==> config.mk <==
export PLATFORM = sky130hd
export DESIGN_NAME = dclk_pll_search
export DESIGN_NICKNAME = d
export VERILOG_FILES = /design/src/rtl/pll_search_pkg.sv /design/src/rtl/pll_srch_div.sv /design/src/rtl/pll_m_range.sv /design/src/rtl/dclk_pll_search.sv
export SDC_FILE = /design/constraint.sdc
export NUM_CORES = 1
export LEC_CHECK = 0
export BUFFER_PORTS_ARGS = -buffer_cell sky130_fd_sc_hd__buf_2
export CORE_MARGIN = 3
export CORE_UTILIZATION = 35
export CTS_BUF_LIST = sky130_fd_sc_hd__clkbuf_4 sky130_fd_sc_hd__clkbuf_8 sky130_fd_sc_hd__clkbuf_16
export CTS_CLUSTER_DIAMETER = 40
export CTS_CLUSTER_SIZE = 20
export DETAILED_ROUTE_END_ITERATION = 10
export GPL_TIMING_DRIVEN = 0
export PLACE_DENSITY_LB_ADDON = 0.3
export SETUP_SLACK_MARGIN = 0.3
export SYNTH_ARGS = -nofsm -noshare
export SYNTH_HDL_FRONTEND = slang
export SYNTH_SLANG_ARGS = --single-unit
==> constraint.sdc <==
create_clock -name clk -period 16 [get_ports clk]
set_clock_uncertainty 0.2 [all_clocks]
set_input_delay 4.8 -clock clk [delete_from_list [all_inputs] [get_ports clk]]
set_output_delay 4.8 -clock clk [all_outputs]
set_load 0.01 [all_outputs]
==> src/rtl/pll_search_pkg.sv <==
package pll_search_pkg;
  typedef enum logic [2:0] {
    ST_IDLE,
    ST_ISS_N,
    ST_WAIT_N,
    ST_ISS_F,
    ST_WAIT_F,
    ST_ADV
  } srch_st_e;

  localparam int ERR_W = 28;
  localparam logic [ERR_W-1:0] ERR_INIT = 28'h0FFFFFFF;
endpackage

==> src/rtl/pll_srch_div.sv <==
module pll_srch_div #(
  parameter int NUM_W = 25,
  parameter int DEN_W = 14
) (
  input  logic             clk,
  input  logic             rst_n,
  input  logic             go_i,
  input  logic [NUM_W-1:0] num_i,
  input  logic [DEN_W-1:0] den_i,
  output logic [NUM_W-1:0] quo_o,
  output logic             fin_o
);
  localparam int CNT_W = $clog2(NUM_W + 1);

  logic [NUM_W-1:0] acc_q, acc_d;
  logic [DEN_W-1:0] rem_q, rem_d, den_q, den_d;
  logic [CNT_W-1:0] cnt_q, cnt_d;
  logic             fin_q, fin_d;
  logic [DEN_W:0]   trial, diff;
  logic             active, fits, upd_en;

  assign active = (cnt_q != '0);
  assign trial  = {rem_q, acc_q[NUM_W-1]};
  assign diff   = trial - {1'b0, den_q};
  assign fits   = ~diff[DEN_W];
  assign upd_en = go_i | active;

  always_comb begin
    acc_d = acc_q;
    rem_d = rem_q;
    den_d = den_q;
    cnt_d = cnt_q;
    fin_d = 1'b0;
    if (go_i) begin
      acc_d = num_i;
      rem_d = '0;
      den_d = den_i;
      cnt_d = CNT_W'(NUM_W);
    end else if (active) begin
      acc_d = {acc_q[NUM_W-2:0], fits};
      rem_d = fits ? diff[DEN_W-1:0] : trial[DEN_W-1:0];
      cnt_d = cnt_q - 1'b1;
      fin_d = (cnt_q == CNT_W'(1));
    end
  end

  always_ff @(posedge clk or negedge rst_n) begin
    if (!rst_n) begin
      acc_q <= '0;
      rem_q <= '0;
      den_q <= '0;
      cnt_q <= '0;
      fin_q <= 1'b0;
    end else begin
      fin_q <= fin_d;
      if (upd_en) begin
        acc_q <= acc_d;
        rem_q <= rem_d;
        den_q <= den_d;
        cnt_q <= cnt_d;
      end
    end
  end

  assign quo_o = acc_q;
  assign fin_o = fin_q;
endmodule

==> src/rtl/pll_m_range.sv <==
module pll_m_range #(
  parameter int M_W        = 7,
  parameter int CH0_LO     = 6,
  parameter int CH0_HI     = 127,
  parameter int SERIAL_M   = 7,
  parameter int CH1_LO     = 1,
  parameter int CH1_HI     = 15
) (
  input  logic           chan1_i,
  input  logic           lvds_i,
  output logic [M_W-1:0] m_lo_o,
  output logic [M_W-1:0] m_hi_o
);
  always_comb begin
    if (chan1_i) begin
      m_lo_o = M_W'(CH1_LO);
      m_hi_o = M_W'(CH1_HI);
    end else if (lvds_i) begin
      m_lo_o = M_W'(SERIAL_M);
      m_hi_o = M_W'(SERIAL_M);
    end else begin
      m_lo_o = M_W'(CH0_LO);
      m_hi_o = M_W'(CH0_HI);
    end
  end
endmodule

==> src/rtl/dclk_pll_search.sv <==
module dclk_pll_search
  import pll_search_pkg::*;
#(
  parameter int TGT_W       = 18,
  parameter int M_W         = 7,
  parameter int N_MIN       = 9,
  parameter int N_MAX       = 127,
  parameter int STEP_NARROW = 3000,
  parameter int STEP_WIDE   = 6000
) (
  input  logic             clk,
  input  logic             rst_n,
  input  logic             start_i,
  input  logic [TGT_W-1:0] dot_khz_i,
  input  logic             chan1_i,
  input  logic             lvds_i,
  input  logic             wide_i,
  output logic             busy_o,
  output logic             done_o,
  output logic [M_W-1:0]   best_n_o,
  output logic [M_W-1:0]   best_m_o,
  output logic             dbl_o,
  output logic             none_o
);
  localparam int NUM_W  = TGT_W + M_W;
  localparam int STEP_B = $clog2(2 * STEP_WIDE + 1);
  localparam int DEN_W  = (STEP_B > M_W) ? STEP_B : M_W;

  srch_st_e st_q, st_d;
  logic [TGT_W-1:0] dot_q;
  logic             ch1_q, lvds_q, wide_q, path_q, path_d;
  logic [M_W-1:0]   m_q, m_d, cand_n_q, bn_q, bm_q;
  logic             bd_q;
  logic [ERR_W-1:0] berr_q;
  logic [M_W-1:0]   m_lo, m_hi;
  logic [DEN_W-1:0] base_step, cur_step, div_den;
  logic [NUM_W-1:0] div_num, quo, err_full;
  logic             div_go, div_fin, n_ok, better, accept, finish, cand_en;
  logic             done_q;
  logic [M_W-1:0]   on_q, om_q;
  logic             od_q, onone_q;

  pll_m_range #(.M_W(M_W)) u_range (
    .chan1_i(ch1_q), .lvds_i(lvds_q), .m_lo_o(m_lo), .m_hi_o(m_hi)
  );

  assign base_step = wide_q ? DEN_W'(STEP_WIDE) : DEN_W'(STEP_NARROW);
  assign cur_step  = path_q ? (base_step << 1) : base_step;
  assign div_go    = (st_q == ST_ISS_N) || (st_q == ST_ISS_F);
  assign div_num   = (st_q == ST_ISS_N) ? NUM_W'(dot_q) * NUM_W'(m_q)
                                        : NUM_W'(cur_step) * NUM_W'(cand_n_q);
  assign div_den   = (st_q == ST_ISS_N) ? cur_step : DEN_W'(m_q);

  pll_srch_div #(.NUM_W(NUM_W), .DEN_W(DEN_W)) u_div (
    .clk(clk), .rst_n(rst_n), .go_i(div_go), .num_i(div_num),
    .den_i(div_den), .quo_o(quo), .fin_o(div_fin)
  );

  assign n_ok     = (quo >= NUM_W'(N_MIN)) && (quo <= NUM_W'(N_MAX));
  assign err_full = NUM_W'(dot_q) - quo;
  assign better   = (ERR_W'(err_full) < berr_q);
  assign accept   = (st_q == ST_IDLE) && start_i;
  assign cand_en  = (st_q == ST_WAIT_N) && div_fin && n_ok;

  always_comb begin
    st_d   = st_q;
    m_d    = m_q;
    path_d = path_q;
    finish = 1'b0;
    unique case (st_q)
      ST_IDLE:   if (start_i) st_d = ST_ISS_N;
      ST_ISS_N:  st_d = ST_WAIT_N;
      ST_WAIT_N: if (div_fin) st_d = n_ok ? ST_ISS_F : ST_ADV;
      ST_ISS_F:  st_d = ST_WAIT_F;
      ST_WAIT_F: if (div_fin) st_d = ST_ADV;
      ST_ADV: begin
        if (!path_q && m_q[0]) begin
          path_d = 1'b1;
          st_d   = ST_ISS_N;
        end else if (m_q == m_hi) begin
          finish = 1'b1;
          st_d   = ST_IDLE;
        end else begin
          m_d    = m_q + 1'b1;
          path_d = wide_q;
          st_d   = ST_ISS_N;
        end
      end
      default: st_d = ST_IDLE;
    endcase
  end

  always_ff @(posedge clk or negedge rst_n) begin
    if (!rst_n) begin
      st_q     <= ST_IDLE;
      dot_q    <= '0;
      ch1_q    <= 1'b0;
      lvds_q   <= 1'b0;
      wide_q   <= 1'b0;
      path_q   <= 1'b0;
      m_q      <= '0;
      cand_n_q <= '0;
      bn_q     <= '0;
      bm_q     <= '0;
      bd_q     <= 1'b0;
      berr_q   <= ERR_INIT;
      done_q   <= 1'b0;
      on_q     <= '0;
      om_q     <= '0;
      od_q     <= 1'b0;
      onone_q  <= 1'b0;
    end else begin
      st_q   <= st_d;
      done_q <= finish;
      if (accept) begin
        dot_q  <= dot_khz_i;
        ch1_q  <= chan1_i;
        lvds_q <= lvds_i;
        wide_q <= wide_i;
        path_q <= wide_i;
        m_q    <= chan1_i ? M_W'(1) : (lvds_i ? M_W'(7) : M_W'(6));
        bn_q   <= '0;
        bm_q   <= '0;
        bd_q   <= 1'b0;
        berr_q <= ERR_INIT;
      end else begin
        m_q    <= m_d;
        path_q <= path_d;
      end
      if (cand_en) cand_n_q <= quo[M_W-1:0];
      if ((st_q == ST_WAIT_F) && div_fin && better) begin
        berr_q <= ERR_W'(err_full);
        bn_q   <= cand_n_q;
        bm_q   <= m_q;
        bd_q   <= path_q;
      end
      if (finish) begin
        on_q    <= bn_q;
        om_q    <= bm_q;
        od_q    <= bd_q;
        onone_q <= (bn_q == '0);
      end
    end
  end

  assign busy_o   = (st_q != ST_IDLE);
  assign done_o   = done_q;
  assign best_n_o = on_q;
  assign best_m_o = om_q;
  assign dbl_o    = od_q;
  assign none_o   = onone_q;
endmodule


Word-level counts from Yosys, hierarchy flattened
Cells that the tools add are included.

storage, ports and cells
  register bits = 158
  bits of input ports = 24
  logic and storage cells = 109

cells by class
  add/sub/neg operators = 4
  multiply operators = 2
  order comparisons = 3
  equality and inequality tests = 13
  mux-type cells = 42
  bitwise operators = 2
  reduce and logical (&&, ||, !) cells = 21

operators with widths
  operator               count
  $mux W25               3
  $mux W14               5
  $mux W7                9
  $mux W28               2
  $lt A25 B28 Y1         1
  $ge A25 B4 Y1 const B  1
  $le A25 B7 Y1 const B  1
  $mul A18 B7 Y25        1
  $sub A18 B25 Y25       1
  $mul A14 B7 Y21        1
  $pmux W3 S6            1
  $mux W3                5
  $sub A15 B14 Y15       1
  $mux W1                14
  $mux W13               1
  $mux W5                2
  $add A7 B1 Y7 const B  1
  $eq A7 B7 Y1           1
  $logic_and A1 B1 Y1    7
  $logic_not A7 Y1       1
  $eq A3 B2 Y1 const B   2
  $eq A3 B3 Y1 const B   2
  $ne A2 B2 Y1 const B   3
  $reduce_and A2 Y1      3
  14 further kinds       18

Longest topological paths before layout
  word-level depth = 7
  depth in mapped cells = 22
  gate-level depth less buffers = 20

Modules after synthesis
A second synthesis with hierarchy kept.

unflattened totals
  cells, all modules = 1,846
  area total of the unflattened synthesis = 16,075.4 um2

by module, submodules not included
  module           instances  cells an instance  area each (um2)  sequential area each (um2)
  dclk_pll_search  1          1,479              12,512.0         2,459.9
  pll_srch_div     1          351                3,460.8          1,476.4
  pll_m_range      1          16                 102.6            0.0

Least setup slack after synthesis
Ideal clock, no wire load.

  path kind = flip-flop to output port
  from = register st_q[2]
  to = output port busy_o
  arrival time = 941 ps
  data required time = 11,000 ps
  slack = 10,059 ps
  cell stages (with the launch flop) = 4
  buffers on the path = 1
  cells stage by stage = dfrtp_1 > clkbuf_1 > nor3_1 > inv_1

between the ends
  longest elaborated chain between the ends = 1

ends and longest elaborated chain
  what                      line                    source
  start: declaration        dclk_pll_search.sv:29   srch_st_e st_q, st_d;
  start signal: assignment  dclk_pll_search.sv:113  st_q <= st_d;
  $reduce_bool A3 Y1        dclk_pll_search.sv:146  assign busy_o = (st_q != ST_IDLE);
  end: declaration          dclk_pll_search.sv:18   output logic busy_o,

No other way between the ends.

Final worst setup path
Same ends and word-level chain as after synthesis.

==> results.txt <==
----------------------------------------------------
[Die]
  Die Footprint ... 47110 um^2
  Chip Width ... 217.1 um
  Starting utilization of the core area ... 0.3580
  Vert. Die Dim ... 217.1 um
  Io pins ... 42
  Core Region ... 43550 um^2
  Placement row count ... 76

[Place]
  Routability Congestion ... 0.8737
  HPWL after detailed placement ... 34.12 mm
  Placed Cells incl. Taps ... 2381
  Worst slack at placement ... 9267 ps
  # port buffers ... 41

[Layout]
  Share of layout cells above drive strength 1 ... 0.09573
  Flip-flop and latch area ... 3911 um^2
  Final std cells w/o fill ... 2413
  Ant. Diodes ... 0
  Share of the core filled with cells ... 0.3942
  Total area of multi-input combinational cells ... 10520 um^2
  Total number of nets in the final design ... 2103
  Layout overhead on the synthesized area ... 10.13%
  Most common cell after layout, fill and taps aside ... sky130_fd_sc_hd__inv_1
  Top library cells by usage in the layout, fill and taps aside ... sky130_fd_sc_hd__inv_1 (231), sky130_fd_sc_hd__nand2_1 (221), sky130_fd_sc_hd__ha_1 (143)
  Filler cell count ... 4473

[Synth]
  Seq cells post-synth ... 155
  Post-synth ARST share ... 1.000
  Post-synth cell types ... 77
  Primary FF master, synth ... sky130_fd_sc_hd__dfrtp_1
  Post-Synthesis Mean Instance Area ... 8.888 um^2
  Syn Inst Count ... 1754
  Proportion of netlist area held by the largest area contributor ... 0.2071
  Leading post-synthesis cells by cell area ... sky130_fd_sc_hd__dfrtp_1 (21%), sky130_fd_sc_hd__fa_1 (16%), sky130_fd_sc_hd__ha_1 (11%), sky130_fd_sc_hd__inv_1 (5.6%), sky130_fd_sc_hd__nand2_1 (5.3%)
  Cell area after synthesis ... 15590 um^2
  Warnings from Yosys ... 0
  Post-synth EDFFs ... 0
  Number of nets in the synthesized netlist ... 2042
  Largest area contributor in the synthesized netlist ... sky130_fd_sc_hd__dfrtp_1
  Part of the Yosys area used for sequential elements ... 0.2509

[Setup path]
  CP startpoint ... st_q[2]
  Critical Path AT ... 1870 ps
  Largest fanout on the critical path ... 10
  WS Path Type ... flip-flop to primary output
  Reg-to-reg startpoint ... m_q[4]
  Critical Path Sink Type ... primary output
  Critical Path Start Type ... flip-flop
  Required time at the endpoint of the critical path ... 11000 ps

[CTS]
  Resized Gates After CTS ... 0
  Buffer depth of the longest clock path ... 2
  Clk_lat worst skew ... 450 ps
  Max H-tree Level ... 4
  Number of buffers added to fix hold violations after cts ... 0
  CTS tree ... yes
  Post-CTS setup repair buffer count ... 0
  Clock sink count ... 155
  Num CTS Buffers ... 17
  Clock transition at the register clock pins on the worst setup and hold paths after CTS ... 70 ps
  Root cell of the clock tree ... sky130_fd_sc_hd__clkbuf_16

[Pwr]
  Cell Pwr Density ... 211.7 nW/um^2
  Final Power ... 3634 uW
  Maximum VDD drop ... 102.4 uV
  Leakage power summed over all cells ... 0.008642 uW

[Timing]
  Pins Over Slew Limit ... 0
  Post-route fraction of the period consumed by the critical path ... 0.4294
  Setup ws final ... 9129 ps
  Finish-stage setup viols ... 0
  Worst Max-Slew Pin Slew ... 999.1 ps
  Crit path time final ... 6871 ps
  Hold Violations, Final ... 0
  Unrepaired setup endpoints after global routing ... no
  Max-slew headroom ... 0.3315
  Total negative slack ... 0 ps
  Highest achievable clock rate ... 0.1456 GHz

[Job]
  MaxCap Viol Count ... 0

[GRT]
  Vias in the first global route ... 12880
  First-pass GRT wire length ... 69.92 mm
  Gr ovfl total ... 0
  Pin count of the biggest net entering global routing ... 119
  Initial antenna violation count ... 0
  Total GRT Usage ... 0.1879

[Worst hold path]
  Startpoint of the worst hold path ... u_div.den_q[3]
  HP Class ... flip-flop to flip-flop

[Outcome]
  Status ... finished, final reports clean

[Routing]
  Remaining DRCs ... 0
  Number of iterations in the first detailed-routing pass ... 7
  Total via count after detailed routing ... 12640
  Total routed wirelength ... 42.68 mm
  Via/cell ratio ... 5.240
  Number of design-rule violations left by the first detailed-router iteration ... 863
  Mean routed wirelength per cell ... 17.69 um
  DRT antenna net count ... 0

----------------------------------------------------
[worst max-delay path: stages (launching register included)]
cell,delay [ps]
sky130_fd_sc_hd__dfrtp_1,370
sky130_fd_sc_hd__clkbuf_1,210
sky130_fd_sc_hd__nor3_1,580
sky130_fd_sc_hd__inv_1,100
sky130_fd_sc_hd__buf_2,160
[metal layers]
metal  wire [um]  track usage
met2       20110       0.3083
met3        1875      0.03156
met4        1602      0.07284
met5           0            0
met1       19090       0.2487
[area by class of cell]
type                            instances  share of cell area
Sequential cell                       155              0.2278
Buffer                                 67             0.01683
Clock buffer                           20             0.02784
Multi-Input combinational cell       1300              0.6127
Timing Repair Buffer                   42             0.01414
Inverter                              232             0.05072
Clock inverter                         12            0.007360
Tap cell                              585             0.04263
[synth_stat cells, drive strengths merged, types with 14 or more instances]
master / n
nor3: 28
dfstp: 26
buf: 14
nand2: 221
mux2i: 38
nand3: 27
o21a: 22
nand2b: 27
a21o: 29
inv: 231
nor2: 79
mux2: 43
fa: 121
or3: 14
a211oi: 19
and2: 109
a21oi: 92
dfrtp: 129
xnor2: 47
ha: 143
o21ai: 85
clkbuf: 52
[cells by family after synthesis]
kind of cell	after synthesis	synth area share
buf+inv	299	0.07440
flops	155	0.2509
compound gates	334	0.1388
xor+xnor	57	0.03323
fa+ha+maj	264	0.2701
simple gates	564	0.1770
mux	81	0.05546
[path summary, 6_finish.rpt]
kind,slack [ps],to,cells after the start
max,9130,busy_o,4
min,300,u_div.den_q[3],2
max reg2reg,9570,u_div.quo_o[21],18
min reg2reg,300,u_div.den_q[3],2
max in group asynchronous,10620,dot_q[11],2
min in group asynchronous,4030,u_div.rem_q[10],1
[sequential cells by signal (all words and copies together), names as in the netlist, 3 cells and up]
name and count:
berr_q 26, best_m_o 7, best_n_o 7, bm_q 7
bn_q 7, cand_n_q 7, dot_q 18, m_q 7
st_q 3, u_div.cnt_q 5, u_div.den_q 13, u_div.quo_o 25
u_div.rem_q 14
[metrics by stage]
stage,area (um^2),hold WS (ps)
floorplan,15590,249.8
global placement,16530,276.9
detailed placement,16560,275.6
CTS,17170,293.4
global route,17170,328.8
finish,17170,295.1
[power by group]
group          switching (uW)  total (uW)  leakage (uW)  internal [uW]
logic                    1520        2550       0.00642           1030
registers                 164         672       0.00192            508
clock network             190         413      0.000294            224
total                    1880        3630       0.00864           1760
Power figures use the tool's default switching activity.
